File: src/rtl/wlc_pkg.sv
package wlc_pkg;
  parameter int DEF_SLICE_W = 8;
  parameter int DEF_SLICES_PER_GRP = 4;
  parameter int DEF_GROUPS = 2;

  // mask with the n lowest bits set (n <= 63)
  function automatic logic [63:0] low_mask(input int n);
    return (64'(1) << n) - 64'(1);
  endfunction
endpackage

File: src/rtl/wlc_slice.sv
module wlc_slice #(
  parameter int W = 8
) (
  input  logic         clk,
  input  logic         rst,
  input  logic         en,
  input  logic         ld_en,
  input  logic [W-1:0] ld_val,
  output logic [W-1:0] q,
  output logic         full
);
  logic [W-1:0] q_r;
  logic [W-1:0] tgl;

  // parallel gating: each bit looks at all lower bits through one AND
  for (genvar i = 0; i < W; i++) begin : g_bit
    localparam logic [W-1:0] LOWER = W'(wlc_pkg::low_mask(i));
    assign tgl[i] = en & (&(q_r | ~LOWER));
  end

  always_ff @(posedge clk) begin
    if (rst)        q_r <= '0;
    else if (ld_en) q_r <= ld_val;
    else            q_r <= q_r ^ tgl;
  end

  assign q    = q_r;
  assign full = &q_r;  // not qualified by en
endmodule

File: src/rtl/wlc_group.sv
module wlc_group #(
  parameter int W = 8,
  parameter int N = 4
) (
  input  logic           clk,
  input  logic           rst,
  input  logic           grp_en,
  input  logic           ld_en,
  input  logic [N*W-1:0] ld_val,
  output logic [N*W-1:0] q,
  output logic           grp_full
);
  logic [N-1:0] flags;
  logic [N-1:0] sl_en;

  for (genvar k = 0; k < N; k++) begin : g_slice
    localparam logic [N-1:0] LOWER = N'(wlc_pkg::low_mask(k));
    // one wide AND over the group enable and every lower slice flag
    assign sl_en[k] = grp_en & (&(flags | ~LOWER));

    wlc_slice #(.W(W)) u_slice (
      .clk    (clk),
      .rst    (rst),
      .en     (sl_en[k]),
      .ld_en  (ld_en),
      .ld_val (ld_val[k*W +: W]),
      .q      (q[k*W +: W]),
      .full   (flags[k])
    );
  end

  assign grp_full = &flags;
endmodule

File: src/rtl/wide_lookahead_counter.sv
module wide_lookahead_counter #(
  parameter int SLICE_W        = wlc_pkg::DEF_SLICE_W,
  parameter int SLICES_PER_GRP = wlc_pkg::DEF_SLICES_PER_GRP,
  parameter int GROUPS         = wlc_pkg::DEF_GROUPS
) (
  input  logic                                      clk,
  input  logic                                      rst,
  input  logic                                      en,
  input  logic                                      preset_en,
  input  logic [SLICE_W*SLICES_PER_GRP*GROUPS-1:0]  preset_val,
  output logic [SLICE_W*SLICES_PER_GRP*GROUPS-1:0]  count,
  output logic                                      carry_out
);
  localparam int GRP_W = SLICE_W * SLICES_PER_GRP;

  logic [GROUPS:0]   chain;
  logic [GROUPS-1:0] gfull;

  assign chain[0] = en;

  for (genvar g = 0; g < GROUPS; g++) begin : g_grp
    wlc_group #(.W(SLICE_W), .N(SLICES_PER_GRP)) u_grp (
      .clk      (clk),
      .rst      (rst),
      .grp_en   (chain[g]),
      .ld_en    (preset_en),
      .ld_val   (preset_val[g*GRP_W +: GRP_W]),
      .q        (count[g*GRP_W +: GRP_W]),
      .grp_full (gfull[g])
    );
    // serial link between groups
    assign chain[g+1] = chain[g] & gfull[g];
  end

  assign carry_out = chain[GROUPS];
endmodule

File: config.mk
export PLATFORM = sky130hd
export DESIGN_NAME = wide_lookahead_counter
export DESIGN_NICKNAME = d
export VERILOG_FILES = /design/src/rtl/wlc_pkg.sv /design/src/rtl/wlc_slice.sv /design/src/rtl/wlc_group.sv /design/src/rtl/wide_lookahead_counter.sv
export SDC_FILE = /design/constraint.sdc
export NUM_CORES = 1
export LEC_CHECK = 0
export ABC_AREA = 1
export CAP_MARGIN = 20
export CORE_ASPECT_RATIO = 0.75
export CORE_UTILIZATION = 46
export DETAILED_ROUTE_END_ITERATION = 10
export PLACE_DENSITY = 0.78
export SYNTH_ARGS = -nofsm -noshare
export SYNTH_HDL_FRONTEND = slang
export SYNTH_SLANG_ARGS = --single-unit
File: constraint.sdc
create_clock -name clk -period 2.1 [get_ports clk]
set_clock_uncertainty 0.15 [all_clocks]
set_input_delay 0.315 -clock clk [delete_from_list [all_inputs] [get_ports clk]]
set_output_delay 0.315 -clock clk [all_outputs]
set_load 0.1 [all_outputs]
==> results_dict.tcl, run 1 <==
set metrics [dict create \
    p_comb_frac 0.331 \
    p_leak_nw 2.821 \
    syn_area_um2 3777 \
    power_switching_mw 1.447 \
    placementRows 28 \
    slew_headroom 0.7851 \
    hp-class "flop to flop" \
    p_total_mw 3.640 \
    place_area_um2 5474 \
    die_w_um 106.6 \
    p_per_area_nw_per_um2 614.7 \
    grt_max_degree 80 \
    synth_top_flop_cell "dfxtp_1" \
    synth_top_area_frac 0.3392 \
    hold_ws_ns 0.3720 \
    yosysWarnings 0 \
    path_clk_slew_ns 0.07 \
    die_h_um 80.48 \
    coreArea_um2 7918 \
    ant_nets 0 \
    peakVddDrop_mv 0.4141 \
    status "finished, violations left" \
    cts_max_level 3 \
    cts_buffers 9 \
    pwr-share-clk 0.289 \
    gr-usage-all-layers 0.2638 \
    hold_violations 0 \
    grt-ovfl-total 0 \
    rsz0062_at_grt "yes" \
    syn_area_per_cell_um2 6.457 \
    fin_crit_sh 1.092 \
    drcViolationCount 0 \
    clk_latency_ns 0.34 \
    yosys.area.top_type "dfxtp_1" \
    fin_setup_tns_ns -0.1934 \
    grt_pass1_vias 3852 \
    layout-drive-gt1-share 0.3386 \
    start_util 0.4771 \
    required_ns 1.63 \
    swShare 0.3975 \
    ys_seq_area_frac 0.3392 \
    seqPwrFrac 0.380 \
    cp_slowest_cell "dfxtp_4" \
    numPortBuffers 132 \
    fillers 618 \
    worstPathArrival_ns 1.83 \
    cts.sinks 64 \
    drv_slew 0 \
    synth-edff-count 0 \
    hold_buffers 0 \
    cts_buffer_depth 2 \
    startpoint_type "flop" \
    internal-power_mw 2.193 \
    dr.first_iter.drc_count 252 \
    crit_chain "nand2_4 -> nor2_4 -> nand2_2 -> inv_2 -> nand2_1 -> nor2_2 -> nand2_2 -> nor2_4 -> nand2_2 -> nor3_4 -> buf_12" \
    postSynth.asyncResetShare 0 \
    fmax_mhz 436.0 \
    cp_common_cell "nand2_2" \
    grt_antenna_before_repair 0 \
    post_drt_wl_per_cell_um 13.24 \
    critical_path_class "flop to primary output" \
    synth_nets 661 \
    nets 833 \
    cpLargestDelayFamily "simple AND/OR/NAND/NOR gates" \
    cts_tree "yes" \
    synth_commonest_cells "nand2_1 (118), nor2_1 (95), inv_1 (83), dfxtp_1 (64), o21ai_0 (62)" \
    largest_register_ffs 64 \
    grt_pass1_wl_um 17800 \
    syn2layout_area_growth_pct 56.74 \
    cap_viol_max_count 0 \
    slowest_delay_ns 0.37 \
    ys_ff_latch 64 \
    worst-path-buf-inv 2 \
    cp_max_fo 3 \
    via_per_inst 4.950 \
    violations "setup timing" \
    cp-end-kind "primary output" \
    dp.final_hpwl_um 8089 \
    routed_wl_um 11480 \
    worst_pin_slew_ns 0.3224 \
    dieArea_um2 8582 \
    multi_input_area_um2 2246 \
    io_pins 133 \
    insertedDiodeCount 0 \
    setup_ws_ns -0.1934 \
    post-route-min-period_ns 2.293 \
    synthCells 585 \
    synth_cell_types 29 \
    yosysMostFrequentCell "nand2_1" \
    final-setup-viol-count 1 \
    synth_area_leaders "dfxtp_1 (34%), nand2_1 (12%), nor2_1 (9.4%), inv_1 (8.2%), o21ai_0 (8.2%)" \
    drtPass1Iterations 5 \
    seqCellArea_um2 1478 \
    stdcell_area_um2 5921 \
    root_buffer "clkbuf_8" \
    vias 4292 \
    gp_congestion 0.8671 \
]
## logic make-up after synthesis
| logic type | Yosys count | synth area share |
|---|---|---|
| simple gates | 286 | 0.3375 |
| fa+ha+maj | 8 | 0.02650 |
| xor+xnor | 24 | 0.05565 |
| buf+inv | 105 | 0.1043 |
| compound gates | 98 | 0.1368 |
| flops | 64 | 0.3392 |
## tightest hold or removal path, stage by stage, from the launching register on
cell,delay (ns)
dfxtp_4,0.36
o21ai_0,0.07
a31oi_1,0.06
## power groups by stage
stage | registers [mW] | logic, mW | clock network, mW
floorplan | 2.01 | 0.220 | 0
global placement | 1.40 | 1.16 | 0
detailed placement | 1.41 | 1.17 | 0
CTS | 1.38 | 1.20 | 1.08
global route | 1.40 | 1.26 | 1.13
finish | 1.38 | 1.20 | 1.05
## stage by stage
step | instances | worst slack (ns) | utilization
floorplan | 585 | -0.6053 | -
global placement | 833 | -0.2109 | 0.6914
detailed placement | 833 | -0.2403 | 0.6914
CTS | 865 | -0.1825 | 0.7370
global route | 867 | -0.2814 | 0.7478
finish | 867 | -0.1934 | 0.7478
## area by class of cell
cell class / instances / share of cell area
flip-flops and latches: 64 / 0.2496
clock inverters: 2 / 0.001691
well taps: 105 / 0.02219
multi-input cells: 416 / 0.3793
inverters: 86 / 0.05495
clock buffers: 14 / 0.03107
repair buffers: 180 / 0.2612
## path summary, 6_finish.rpt
path / start / end / slack (ns) / cells past startpoint
worst max-delay path: g_grp[1].u_grp.g_slice[1].u_slice.q[0] / carry_out / -0.19 / 11
worst min-delay path: g_grp[1].u_grp.g_slice[0].u_slice.q[3] / g_grp[1].u_grp.g_slice[0].u_slice.q[3] / 0.37 / 2
worst max register to register: g_grp[1].u_grp.g_slice[1].u_slice.q[0] / g_grp[1].u_grp.g_slice[2].u_slice.q[3] / 0.07 / 17
worst min register to register: g_grp[1].u_grp.g_slice[0].u_slice.q[3] / g_grp[1].u_grp.g_slice[0].u_slice.q[3] / 0.37 / 2
## routing by layer
layer / routed length [um] / part of all wire / track usage
met1: 5331 / 0.46 / 0.3525
met2: 5322 / 0.46 / 0.4271
met5: 0 / 0 / 0
met4: 123 / 0.011 / 0.06712
met3: 705 / 0.061 / 0.06169
## repair_timing
action,4_1_cts,5_1_grt
resized for setup,18,25
setup endpoints to repair,1,7
pin swaps,14,6
setup buffers,16,2
## cells in the final DEF, fill, tap and decap left out, types with 5 or more instances in the layout
cell type        netlist  layout
a21oi_1               27      26
buf_4                  0     110
clkbuf_8               0      11
clkdlybuf4s50_1        0      66
dfxtp_2                0      13
dfxtp_4                0      48
ha_1                   8       7
inv_1                 83      73
inv_2                  3      12
nand2_1              118     101
nand2_2                5      19
nand3_1               32      29
nand4_1                7       7
nor2_1                95      88
nor2_2                 6      10
nor2_4                 8      11
nor3_1                 7       5
o21ai_0               62      60
xor2_1                20      20
Note: power is estimated with default switching activity, not from simulation.
==> run 2: changes to the inputs <==
- CAP_MARGIN: 20 -> 30
- CORE_UTILIZATION: 46 -> 40
- PLACE_DENSITY: 0.78 -> 0.7
==> run 2 against run 1 <==
  * The flow still finishes with violations (setup timing)
  * Clock-buffer cell count unchanged
  * Worst hold slack better by 0.036 ns
  * Die area up 15%
  * Register-to-register slack better by 0.06 ns
  * Utilization down 9.5 points
  * Non-clock buffer count down 6
  * Combinational power about the same
  * Final cell count up 2.0%
  * Largest cell class unchanged
  * Highest routed layer unchanged
==> results_dict.tcl, run 2 (same netlist as run 1, synthesis figures left out) <==
set metrics [dict create \
    io_pins 133 \
    crit_cells 9 \
    numPortBuffers 132 \
    p_leak_nw 2.808 \
    ant_nets 0 \
    layout_common_cells "nand2_1 (112), buf_4 (104), nor2_1 (89)" \
    drcViolationCount 0 \
    cp_slowest_cell "dfxtp_4" \
    worst-path-buf-inv 2 \
    grt_max_degree 53 \
    drtPass1Iterations 4 \
    worst_pin_slew_ns 0.2869 \
    fin_crit_sh 1.097 \
    die_h_um 86.16 \
    cts_tree "yes" \
    r2r_setup_slack_ns 0.13 \
    r2r-end "g_grp[1].u_grp.g_slice[2].u_slice.q[1]" \
    hp-class "flop to flop" \
    layout-drive-gt1-share 0.3122 \
    placementRows 30 \
    startpoint_type "flop" \
    grt-ovfl-total 0 \
    critical_path_class "flop to primary output" \
    peakVddDrop_mv 0.4113 \
    start_util 0.4141 \
    path_clk_slew_ns 0.05 \
    grt_pass1_wl_um 18010 \
    gr-usage-all-layers 0.2366 \
    cp-endpoint "carry_out" \
    rr_worst_depth 15 \
    grt_antenna_before_repair 0 \
    vias 4218 \
    p_per_area_nw_per_um2 678.5 \
    startpoint "g_grp[0].u_grp.g_slice[0].u_slice.q[4]" \
    place_area_um2 5553 \
    syn2layout_area_growth_pct 57.60 \
    p_total_mw 4.039 \
    fin_setup_tns_ns -0.2044 \
    final_util 0.6527 \
    dp.final_hpwl_um 8530 \
    violations "setup timing" \
    post_drt_wl_per_cell_um 12.73 \
    worstPathArrival_ns 1.84 \
    cts.sinks 64 \
    fillers 809 \
    slowest_delay_ns 0.36 \
    slew_headroom 0.8087 \
    dr.first_iter.drc_count 202 \
    grt_pass1_vias 3879 \
    post-route-min-period_ns 2.304 \
    crit_chain "nand2_4 -> nor2_4 -> inv_2 -> nor3_4 -> nand3_4 -> nor2_4 -> nand2_2 -> nor3_4 -> buf_12" \
    nets 827 \
    cts_max_level 3 \
    insertedDiodeCount 0 \
    dieArea_um2 9840 \
    fmax_mhz 434.0 \
    cap_viol_max_count 0 \
    status "finished, violations left" \
    cp-end-kind "primary output" \
    die_w_um 114.2 \
    setup_ws_ns -0.2044 \
    final_common_cell "nand2_1" \
    cp_max_fo 3 \
    critical_path.reg2reg.startpoint "g_grp[1].u_grp.g_slice[1].u_slice.q[4]" \
    required_ns 1.63 \
    routed_wl_um 11250 \
    cpLargestDelayFamily "simple AND/OR/NAND/NOR gates" \
    drv_slew 0 \
    stdcell_area_um2 5953 \
    cts_buffer_depth 2 \
    hold_violations 0 \
    cts_buffers 9 \
    gp_congestion 0.8518 \
    coreArea_um2 9121 \
    final-setup-viol-count 1 \
    via_per_inst 4.771 \
    root_buffer "clkbuf_16" \
    rsz0062_at_grt "yes" \
    largest_register_ffs 64 \
    clk_latency_ns 0.33 \
]
## run 2: cell count changes in the layout (fill, tap and decap cells not counted), sizes merged
cell           previous run  this run
dlygate4sd2               1         0
clkdlybuf4s50            66        67
buf                     113       107
## run 2: worst min-delay path by stage
stage                     cells past startpoint  slack (ns)                                     end                                    from
after floorplan                               2        0.30  g_grp[0].u_grp.g_slice[0].u_slice.q[4]                           preset_val[4]
after global placement                        2        0.38  g_grp[0].u_grp.g_slice[0].u_slice.q[7]  g_grp[0].u_grp.g_slice[0].u_slice.q[7]
after detailed placement                      4        0.39  g_grp[1].u_grp.g_slice[1].u_slice.q[7]  g_grp[1].u_grp.g_slice[1].u_slice.q[7]
after CTS                                     3        0.40  g_grp[0].u_grp.g_slice[1].u_slice.q[0]                           preset_val[8]
after global routing                          4        0.43  g_grp[1].u_grp.g_slice[3].u_slice.q[3]  g_grp[1].u_grp.g_slice[3].u_slice.q[3]
final                                         3        0.41  g_grp[1].u_grp.g_slice[3].u_slice.q[2]  g_grp[1].u_grp.g_slice[3].u_slice.q[2]
## run 2: metrics by stage
stage	worst slack (ns)	hold WS, ns	std cells
CTS	-0.2195	0.4032	884
detailed placement	-0.2579	0.3935	861
global route	-0.3287	0.4298	884
finish	-0.2044	0.4083	884
floorplan	-0.6053	0.2977	585
global placement	-0.2258	0.3826	861
## run 2: layout make-up
class,count,area (um^2),area share
Tap cell,128,160.2,0.02690
Multi-Input combinational cell,416,2183,0.3668
Clock inverter,2,10.01,0.001681
Clock buffer,14,285.3,0.04792
Inverter,86,325.3,0.05464
Sequential cell,64,1478,0.2482
Timing Repair Buffer,174,1511,0.2539
## run 2: routing by layer
| metal | track usage | share of wire | vias up |
|---|---|---|---|
| met5 | 0 | 0 | - |
| met4 | 0.06139 | 0.0090 | 0 |
| met3 | 0.06360 | 0.056 | 12 |
| met2 | 0.3829 | 0.45 | 122 |
| met1 | 0.3117 | 0.49 | 1901 |
| li1 | - | - | 2183 |
## run 2: where the power goes
| part | leakage (nW) | total (mW) | switching, mW | internal (mW) |
|---|---|---|---|---|
| Sequential | 0.565 | 1.38 | 0.0886 | 1.29 |
| Combinational | 2.10 | 1.20 | 0.860 | 0.337 |
| Clock | 0.148 | 1.46 | 0.529 | 0.932 |
## run 2: repair_timing
action                     CTS  global route
resized for setup           11             8
buffers inserted             7             0
hold endpoints to repair     0             0
setup endpoints to repair    1            11
cloned                       0             0
hold buffers                 0             0
pin swaps                   12             0
## run 2: worst reg2reg max path: stages, from the launching register on
cell	delay, ns
dfxtp_4	0.34
nand2_1	0.10
inv_2	0.05
nand3_1	0.08
inv_1	0.04
nand2_1	0.07
nor2_2	0.05
buf_4	0.12
buf_4	0.12
buf_4	0.12
inv_1	0.08
nor2_4	0.05
ha_1	0.18
xor2_1	0.14
o21ai_0	0.14
inv_1	0.05
